## config.mk

```make
export PLATFORM = sky130hd
export DESIGN_NAME = pwm_bank
export DESIGN_NICKNAME = d
export VERILOG_FILES = /design/src/rtl/pwm_bank_pkg.sv /design/src/rtl/pwm_bank_regs.sv /design/src/rtl/pwm_pair_div.sv /design/src/rtl/pwm_chan.sv /design/src/rtl/pwm_bank.sv
export SDC_FILE = /design/constraint.sdc
export NUM_CORES = 2
export LEC_CHECK = 0
export ABC_AREA = 1
export CAP_MARGIN = 40
export CORE_MARGIN = 5
export CORE_UTILIZATION = 50
export DETAILED_ROUTE_END_ITERATION = 6
export DONT_BUFFER_PORTS = 1
export PLACE_DENSITY_LB_ADDON = 0.2
export SYNTH_ARGS = -nofsm -noshare
export SYNTH_HDL_FRONTEND = slang
export SYNTH_SLANG_ARGS = --single-unit
```

## constraint.sdc

```tcl
create_clock -name clk -period 7.2 [get_ports clk]
set_input_delay 1.08 -clock clk [delete_from_list [all_inputs] [get_ports clk]]
set_output_delay 1.08 -clock clk [all_outputs]
set_load 0.1 [all_outputs]
```

## src/rtl/pwm_bank_pkg.sv

```systemverilog
package pwm_bank_pkg;

   localparam int ADDR_W      = 12;
   localparam int DATA_W      = 32;
   localparam int CNT_W       = 16;
   localparam int PRE_W       = 8;
   localparam int EXP_W       = 4;
   localparam int DIV_EXP_MAX = 8;

   localparam int OFS_CLKCFG  = 'h020;
   localparam int OFS_GATE    = 'h040;
   localparam int OFS_EN      = 'h080;
   localparam int OFS_CH      = 'h100;
   localparam int CH_STRIDE   = 'h20;
   localparam int PER_OFS     = 'h4;

   typedef struct packed {
      logic             src_bus;
      logic [EXP_W-1:0] div_exp;
   } pair_cfg_t;

   typedef struct packed {
      logic             act_high;
      logic [PRE_W-1:0] pre_k;
      logic [CNT_W-1:0] ent_m1;
      logic [CNT_W-1:0] act_cnt;
   } chan_cfg_t;

   function automatic logic [ADDR_W-1:0] clkcfg_addr(input int p);
      return ADDR_W'(OFS_CLKCFG + 4 * p);
   endfunction

   function automatic logic [ADDR_W-1:0] ctl_addr(input int c);
      return ADDR_W'(OFS_CH + CH_STRIDE * c);
   endfunction

   function automatic logic [ADDR_W-1:0] per_addr(input int c);
      return ADDR_W'(OFS_CH + CH_STRIDE * c + PER_OFS);
   endfunction

endpackage

```

## src/rtl/pwm_bank_regs.sv

```systemverilog
module pwm_bank_regs
   import pwm_bank_pkg::*;
#(
   parameter int NUM_CH = 9,
   localparam int NPAIR = (NUM_CH + 1) / 2
) (
   input  logic              clk,
   input  logic              rst_n,
   input  logic              wr_en,
   input  logic [ADDR_W-1:0] addr,
   input  logic [DATA_W-1:0] wdata,
   output logic [DATA_W-1:0] rdata,
   output pair_cfg_t         pcfg [NPAIR],
   output chan_cfg_t         ccfg [NUM_CH],
   output logic [NUM_CH-1:0] gate_q,
   output logic [NUM_CH-1:0] en_q,
   output logic [NPAIR-1:0]  pair_wr,
   output logic [NUM_CH-1:0] chan_wr
);

   always_ff @(posedge clk) begin
      if (!rst_n) begin
         for (int p = 0; p < NPAIR; p++) pcfg[p] <= '0;
         for (int c = 0; c < NUM_CH; c++) ccfg[c] <= '0;
         gate_q <= '0;
         en_q   <= '0;
      end else if (wr_en) begin
         for (int p = 0; p < NPAIR; p++) begin
            if (addr == clkcfg_addr(p)) begin
               pcfg[p].src_bus <= wdata[7];
               pcfg[p].div_exp <= wdata[EXP_W-1:0];
            end
         end
         for (int c = 0; c < NUM_CH; c++) begin
            if (addr == ctl_addr(c)) begin
               ccfg[c].act_high <= wdata[PRE_W];
               ccfg[c].pre_k    <= wdata[PRE_W-1:0];
            end
            if (addr == per_addr(c)) begin
               ccfg[c].ent_m1  <= wdata[2*CNT_W-1:CNT_W];
               ccfg[c].act_cnt <= wdata[CNT_W-1:0];
            end
         end
         if (addr == ADDR_W'(OFS_GATE)) gate_q <= wdata[NUM_CH-1:0];
         if (addr == ADDR_W'(OFS_EN))   en_q   <= wdata[NUM_CH-1:0];
      end
   end

   always_comb begin
      pair_wr = '0;
      chan_wr = '0;
      for (int p = 0; p < NPAIR; p++)
         pair_wr[p] = wr_en && (addr == clkcfg_addr(p));
      for (int c = 0; c < NUM_CH; c++)
         chan_wr[c] = wr_en && ((addr == ctl_addr(c)) || (addr == per_addr(c)));
   end

   always_comb begin
      rdata = '0;
      for (int p = 0; p < NPAIR; p++) begin
         if (addr == clkcfg_addr(p))
            rdata = DATA_W'({pcfg[p].src_bus, 3'b000, pcfg[p].div_exp});
      end
      for (int c = 0; c < NUM_CH; c++) begin
         if (addr == ctl_addr(c))
            rdata = DATA_W'({ccfg[c].act_high, ccfg[c].pre_k});
         if (addr == per_addr(c))
            rdata = {ccfg[c].ent_m1, ccfg[c].act_cnt};
      end
      if (addr == ADDR_W'(OFS_GATE)) rdata = DATA_W'(gate_q);
      if (addr == ADDR_W'(OFS_EN))   rdata = DATA_W'(en_q);
   end

endmodule

```

## src/rtl/pwm_pair_div.sv

```systemverilog
module pwm_pair_div
   import pwm_bank_pkg::*;
#(
   parameter int EXP_MAX = DIV_EXP_MAX
) (
   input  logic      clk,
   input  logic      rst_n,
   input  logic      osc_stb,
   input  logic      bus_stb,
   input  pair_cfg_t cfg,
   input  logic      restart,
   output logic      roll
);

   logic [EXP_MAX-1:0] div_cnt;
   logic [EXP_MAX-1:0] mask;
   logic [EXP_W-1:0]   exp_eff;
   logic               stb;

   assign stb     = cfg.src_bus ? bus_stb : osc_stb;
   assign exp_eff = (cfg.div_exp > EXP_W'(EXP_MAX)) ? EXP_W'(EXP_MAX) : cfg.div_exp;

   always_comb begin
      for (int i = 0; i < EXP_MAX; i++)
         mask[i] = (i < int'(exp_eff));
   end

   assign roll = stb && ((div_cnt & mask) == mask);

   always_ff @(posedge clk) begin
      if (!rst_n || restart) div_cnt <= '0;
      else if (stb)          div_cnt <= div_cnt + 1'b1;
   end

endmodule

```

## src/rtl/pwm_chan.sv

```systemverilog
module pwm_chan
   import pwm_bank_pkg::*;
(
   input  logic             clk,
   input  logic             rst_n,
   input  logic             roll,
   input  chan_cfg_t        cfg,
   input  logic             run,
   input  logic             restart,
   output logic             tick,
   output logic [CNT_W-1:0] cnt,
   output logic             out
);

   logic [PRE_W-1:0] pre;
   logic             pre_last;
   logic             active;

   assign pre_last = (pre == cfg.pre_k);
   assign tick     = run && roll && pre_last;

   always_ff @(posedge clk) begin
      if (!rst_n || !run || restart) begin
         pre <= '0;
         cnt <= '0;
      end else if (roll) begin
         if (pre_last) begin
            pre <= '0;
            cnt <= (cnt == cfg.ent_m1) ? '0 : cnt + 1'b1;
         end else begin
            pre <= pre + 1'b1;
         end
      end
   end

   assign active = run && (cnt < cfg.act_cnt);
   assign out    = active ? cfg.act_high : ~cfg.act_high;

endmodule

```

## src/rtl/pwm_bank.sv

```systemverilog
module pwm_bank
   import pwm_bank_pkg::*;
#(
   parameter int NUM_CH = 9,
   localparam int NPAIR = (NUM_CH + 1) / 2
) (
   input  logic              clk,
   input  logic              rst_n,
   input  logic              reg_wr,
   input  logic [ADDR_W-1:0] reg_addr,
   input  logic [DATA_W-1:0] reg_wdata,
   output logic [DATA_W-1:0] reg_rdata,
   input  logic              osc_stb,
   input  logic              bus_stb,
   output logic [NUM_CH-1:0] pwm_out
);

   if (NUM_CH < 1 || NUM_CH > 16) begin : g_bad_num_ch
      $error("pwm_bank: NUM_CH must lie in 1..16");
   end
   if (DIV_EXP_MAX > (1 << EXP_W) - 1) begin : g_bad_exp
      $error("pwm_bank: divider exponent limit exceeds its field");
   end

   pair_cfg_t         pcfg [NPAIR];
   chan_cfg_t         ccfg [NUM_CH];
   logic [NUM_CH-1:0] gate_q;
   logic [NUM_CH-1:0] en_q;
   logic [NPAIR-1:0]  pair_wr;
   logic [NUM_CH-1:0] chan_wr;
   logic [NPAIR-1:0]  roll;

   logic [NUM_CH-1:0]       run_v;
   logic [NUM_CH-1:0]       pol_v;
   logic [NUM_CH-1:0]       tick_v;
   logic [NUM_CH-1:0]       rst_v;
   logic [NUM_CH*CNT_W-1:0] cnt_f;
   logic [NUM_CH*CNT_W-1:0] ent_f;
   logic [NUM_CH*CNT_W-1:0] act_f;

   pwm_bank_regs #(.NUM_CH(NUM_CH)) u_regs (
      .clk     (clk),
      .rst_n   (rst_n),
      .wr_en   (reg_wr),
      .addr    (reg_addr),
      .wdata   (reg_wdata),
      .rdata   (reg_rdata),
      .pcfg    (pcfg),
      .ccfg    (ccfg),
      .gate_q  (gate_q),
      .en_q    (en_q),
      .pair_wr (pair_wr),
      .chan_wr (chan_wr)
   );

   for (genvar p = 0; p < NPAIR; p++) begin : g_pair
      pwm_pair_div #(.EXP_MAX(DIV_EXP_MAX)) u_div (
         .clk     (clk),
         .rst_n   (rst_n),
         .osc_stb (osc_stb),
         .bus_stb (bus_stb),
         .cfg     (pcfg[p]),
         .restart (pair_wr[p]),
         .roll    (roll[p])
      );
   end

   for (genvar c = 0; c < NUM_CH; c++) begin : g_chan
      assign run_v[c] = gate_q[c] & en_q[c];
      assign rst_v[c] = chan_wr[c] | pair_wr[c/2];
      assign pol_v[c] = ccfg[c].act_high;
      assign ent_f[c*CNT_W +: CNT_W] = ccfg[c].ent_m1;
      assign act_f[c*CNT_W +: CNT_W] = ccfg[c].act_cnt;

      pwm_chan u_ch (
         .clk     (clk),
         .rst_n   (rst_n),
         .roll    (roll[c/2]),
         .cfg     (ccfg[c]),
         .run     (run_v[c]),
         .restart (rst_v[c]),
         .tick    (tick_v[c]),
         .cnt     (cnt_f[c*CNT_W +: CNT_W]),
         .out     (pwm_out[c])
      );
   end

endmodule

```

==> flow_summary_export.csv <==
group,metric,value,unit
floorplanning,rows,97,
timing,hold_viol,0,
timing,timing.fmax,188,MHz
floorplanning,dieArea,75800,µm²
job,max-cap-violations,0,
pwr,total_power,0.00773,W
setup_path,start_kind,"input port",
clock_network,h-tree-depth,3,
floorplanning,die_x,275,µm
synth,synthTopCellsByArea,"dfxtp_1, a21oi_1, o21ai_0",
final_layout,drive_above_1_share,0.0791,
synth,synth_top_area_share,0.380,
clock_network,cts_sinks,668,
drt,drtIter0Drc,3956,
synth,yosys_register_bits,668,
timing,relSlewSlack,0.344,
global_routing,track_usage,0.315,
clock_network,cts_buffers,76,
timing,worst_slew_pin_slew,0.984,ns
global_routing,grt_pass1_wl,183,mm
clock_network,hold_buffers,0,
synth,synth.top_cells.by_count,"dfxtp_1, inv_1, nand2_1, a21oi_1, nor2_1",
final_layout,final-seq-area,13400,µm²
synth,syn_area_per_cell,7.32,µm²
placed_design,dp_hpwl,93.5,mm
synth,synth_flop_cell,"dfxtp_1",
clock_network,postCtsSetupBuffers,0,
floorplanning,coreArea,69900,µm²
synth,async_reset_ff_frac,0,
setup_path,worst_path_max_delay_cell,"nand2_1",
drt,drc,0,
final_layout,multi_input_area,18600,µm²
drt,routed_via_density,5.77,
synth,ys_types,66,
clock_network,clock-root-buffer,"clkbuf_16",
timing,rsz0062_at_grt,"no",
global_routing,overflow,0,
pwr,p_per_area,196,nW/µm²
hold_path,min_path_type,"flip-flop to flip-flop",
placed_design,placed_cells,5622,
timing,holdWs,0.474,ns
synth,synth_top_area_cell,"dfxtp_1",
setup_path,cpLargestDelayFamily,"compound AO/OA/AOI/OAI gates",
setup_path,crit_fanout,22,
drt,drtPass1Iterations,6,
floorplanning,die_height,275,µm
synth,synth_cells,4807,
floorplanning,start_util,0.503,
synth,synth_nets,5014,
setup_path,cp_data_arrival_time,4.23,ns
timing,setup_viol,0,
drt,ant_nets,0,
drt,wl_per_cell,21.3,µm
pwr,max-vdd-ir-drop,0.000179,V
setup_path,path_class,"input port to output pin",
placed_design,port_buffers,0,
setup_path,crit_required,6.12,ns
final_layout,final_cells,5764,
timing,period_share,0.737,
pwr,leakagePower,15.1,nW
setup_path,worst-path-buf-inv,3,
setup_path,path_cells,"inv_1, nand3_2, nor2_4, nand2_1, inv_1, nand2_1, o21ai_0, a221oi_1, o211ai_1, a21oi_1, o221ai_2, buf_16",
clock_network,cts_resized,0,
timing,tns,0,ns
synth,synth.most_common_cell,"dfxtp_1",
clock_network,cts.path.max_buffers,3,
placed_design,place.gp.congestion,0.962,
synth,seq_area_frac_synth,0.380,
outcome,status,"completed",
clock_network,cts_tree,"built",
synth,ys.warnings.count,0,
drt,vias,33200,
final_layout,syn_to_final_growth,11.8,%
synth,synth-edff-count,0,
setup_path,endpoint_kind,"output pin",
final_layout,n_fill_cell,6602,
clock_network,cts.clk_slew.worst_paths,0.06,ns
drt,wirelength,123,mm
setup_path,cpPeakStageDelay,0.60,ns
final_layout,final_net_count,4967,
timing,fin_skew,0.0344,ns
global_routing,antenna_found_initial,5,
global_routing,grt_max_degree,402,
floorplanning,ioPinCount,90,
final_layout,finalCoreUtilization,0.563,
timing,drv_slew,0,
synth,netlist_area,35200,µm²
global_routing,grt_pass1_vias,29500,
clock_network,clk_latency,0.64,ns
timing,finalCriticalPeriod,5.31,ns
==> cells in the final DEF, fill, tap and decap left out, drive strengths merged, types with 3 or more instances in the layout <==
| cell | n |
|---|---|
| nand2 | 591 |
| o21a | 8 |
| dfxtp | 668 |
| o21bai | 4 |
| nor4b | 3 |
| diode | 7 |
| a21oi | 550 |
| and3b | 3 |
| and3 | 14 |
| a21boi | 10 |
| clkinv | 17 |
| nor4 | 33 |
| nor3 | 140 |
| a221oi | 53 |
| nor3b | 51 |
| o22ai | 41 |
| a211oi | 46 |
| o211ai | 35 |
| nand4 | 81 |
| a22o | 3 |
| xnor2 | 80 |
| nand3 | 119 |
| o21ai | 500 |
| xor2 | 98 |
| a2111oi | 8 |
| inv | 677 |
| clkbuf | 111 |
| nor2 | 556 |
| a21o | 5 |
| a22oi | 4 |
| or2 | 22 |
| o2111ai | 14 |
| buf | 69 |
| o221ai | 23 |
| a31oi | 6 |
| ha | 158 |
==> report_power, final <==
group | switching, W | internal, W
sequential | 0.00000573 | 0.00370
clock | 0.00163 | 0.00225
combinational | 0.000103 | 0.0000427
==> stage by stage <==
stage | setup slack (ns) | cell area [µm²]
finish | 1.89 | 39400
global route | 1.64 | 39300
CTS | 2.01 | 39300
detailed placement | 2.02 | 36900
global placement | 1.72 | 36100
floorplan | 1.98 | 35200
==> per-layer routing <==
metal | track usage | part of all wire
met3 | 0.0864 | 0.11
met5 | 0 | 0.00011
met1 | 0.443 | 0.43
met4 | 0.110 | 0.038
met2 | 0.465 | 0.42
==> flip-flops by register name, summed over array words and instances (netlist names) <==
signal                count
g_chan.u_ch.cnt         144
u_regs.en_q               9
u_regs.gate_q             9
u_regs.pcfg              25
g_pair.u_div.div_cnt     40
g_chan.u_ch.pre          72
u_regs.ccfg             369
==> cells by family (layout without fill, tap and decap cells) <==
group           Yosys count  in the layout  share of synthesized area
compound gates         1319           1319                      0.211
simple gates           1615           1615                      0.213
buf+inv                 869            879                     0.0954
other cells               0              7                          0
fa+ha+maj               158            158                     0.0562
flops                   668            668                      0.380
xor+xnor                178            178                     0.0443
==> final cells by class <==
class,instances,share of cell area
Clock buffer,111,0.0573
Timing Repair Buffer,70,0.0299
Antenna cell,7,0.000445
Inverter,674,0.0644
Sequential cell,668,0.340
Tap cell,940,0.0299
Multi-Input combinational cell,3270,0.473
Clock inverter,24,0.00531
==> path summary, 6_finish.rpt <==
kind	start	to	slack (ns)	depth (start not counted)
worst max register to register	u_regs.pcfg[13]$_SDFFE_PN0P_	g_chan[5].u_ch.cnt[3]$_SDFFE_PP0P_	3.93	13
worst max-delay path	reg_addr[3]	reg_rdata[20]	1.89	12
worst min-delay path	u_regs.en_q[5]$_SDFFE_PN0P_	u_regs.en_q[5]$_SDFFE_PN0P_	0.47	2
worst min register to register	u_regs.en_q[5]$_SDFFE_PN0P_	u_regs.en_q[5]$_SDFFE_PN0P_	0.47	2
==> worst reg2reg max path: stages, from the launching register on <==
cell      delay (ns)
dfxtp_1         0.38
inv_2           0.10
o21ai_2         0.08
o21ai_1         0.08
a221oi_2        0.28
nand3_2         0.47
nor2_4          0.45
inv_1           0.16
nand2_1         0.27
inv_2           0.15
nor2_2          0.44
inv_1           0.13
o21ai_0         0.10
a21oi_1         0.05
Power figures use the tool's default switching activity.
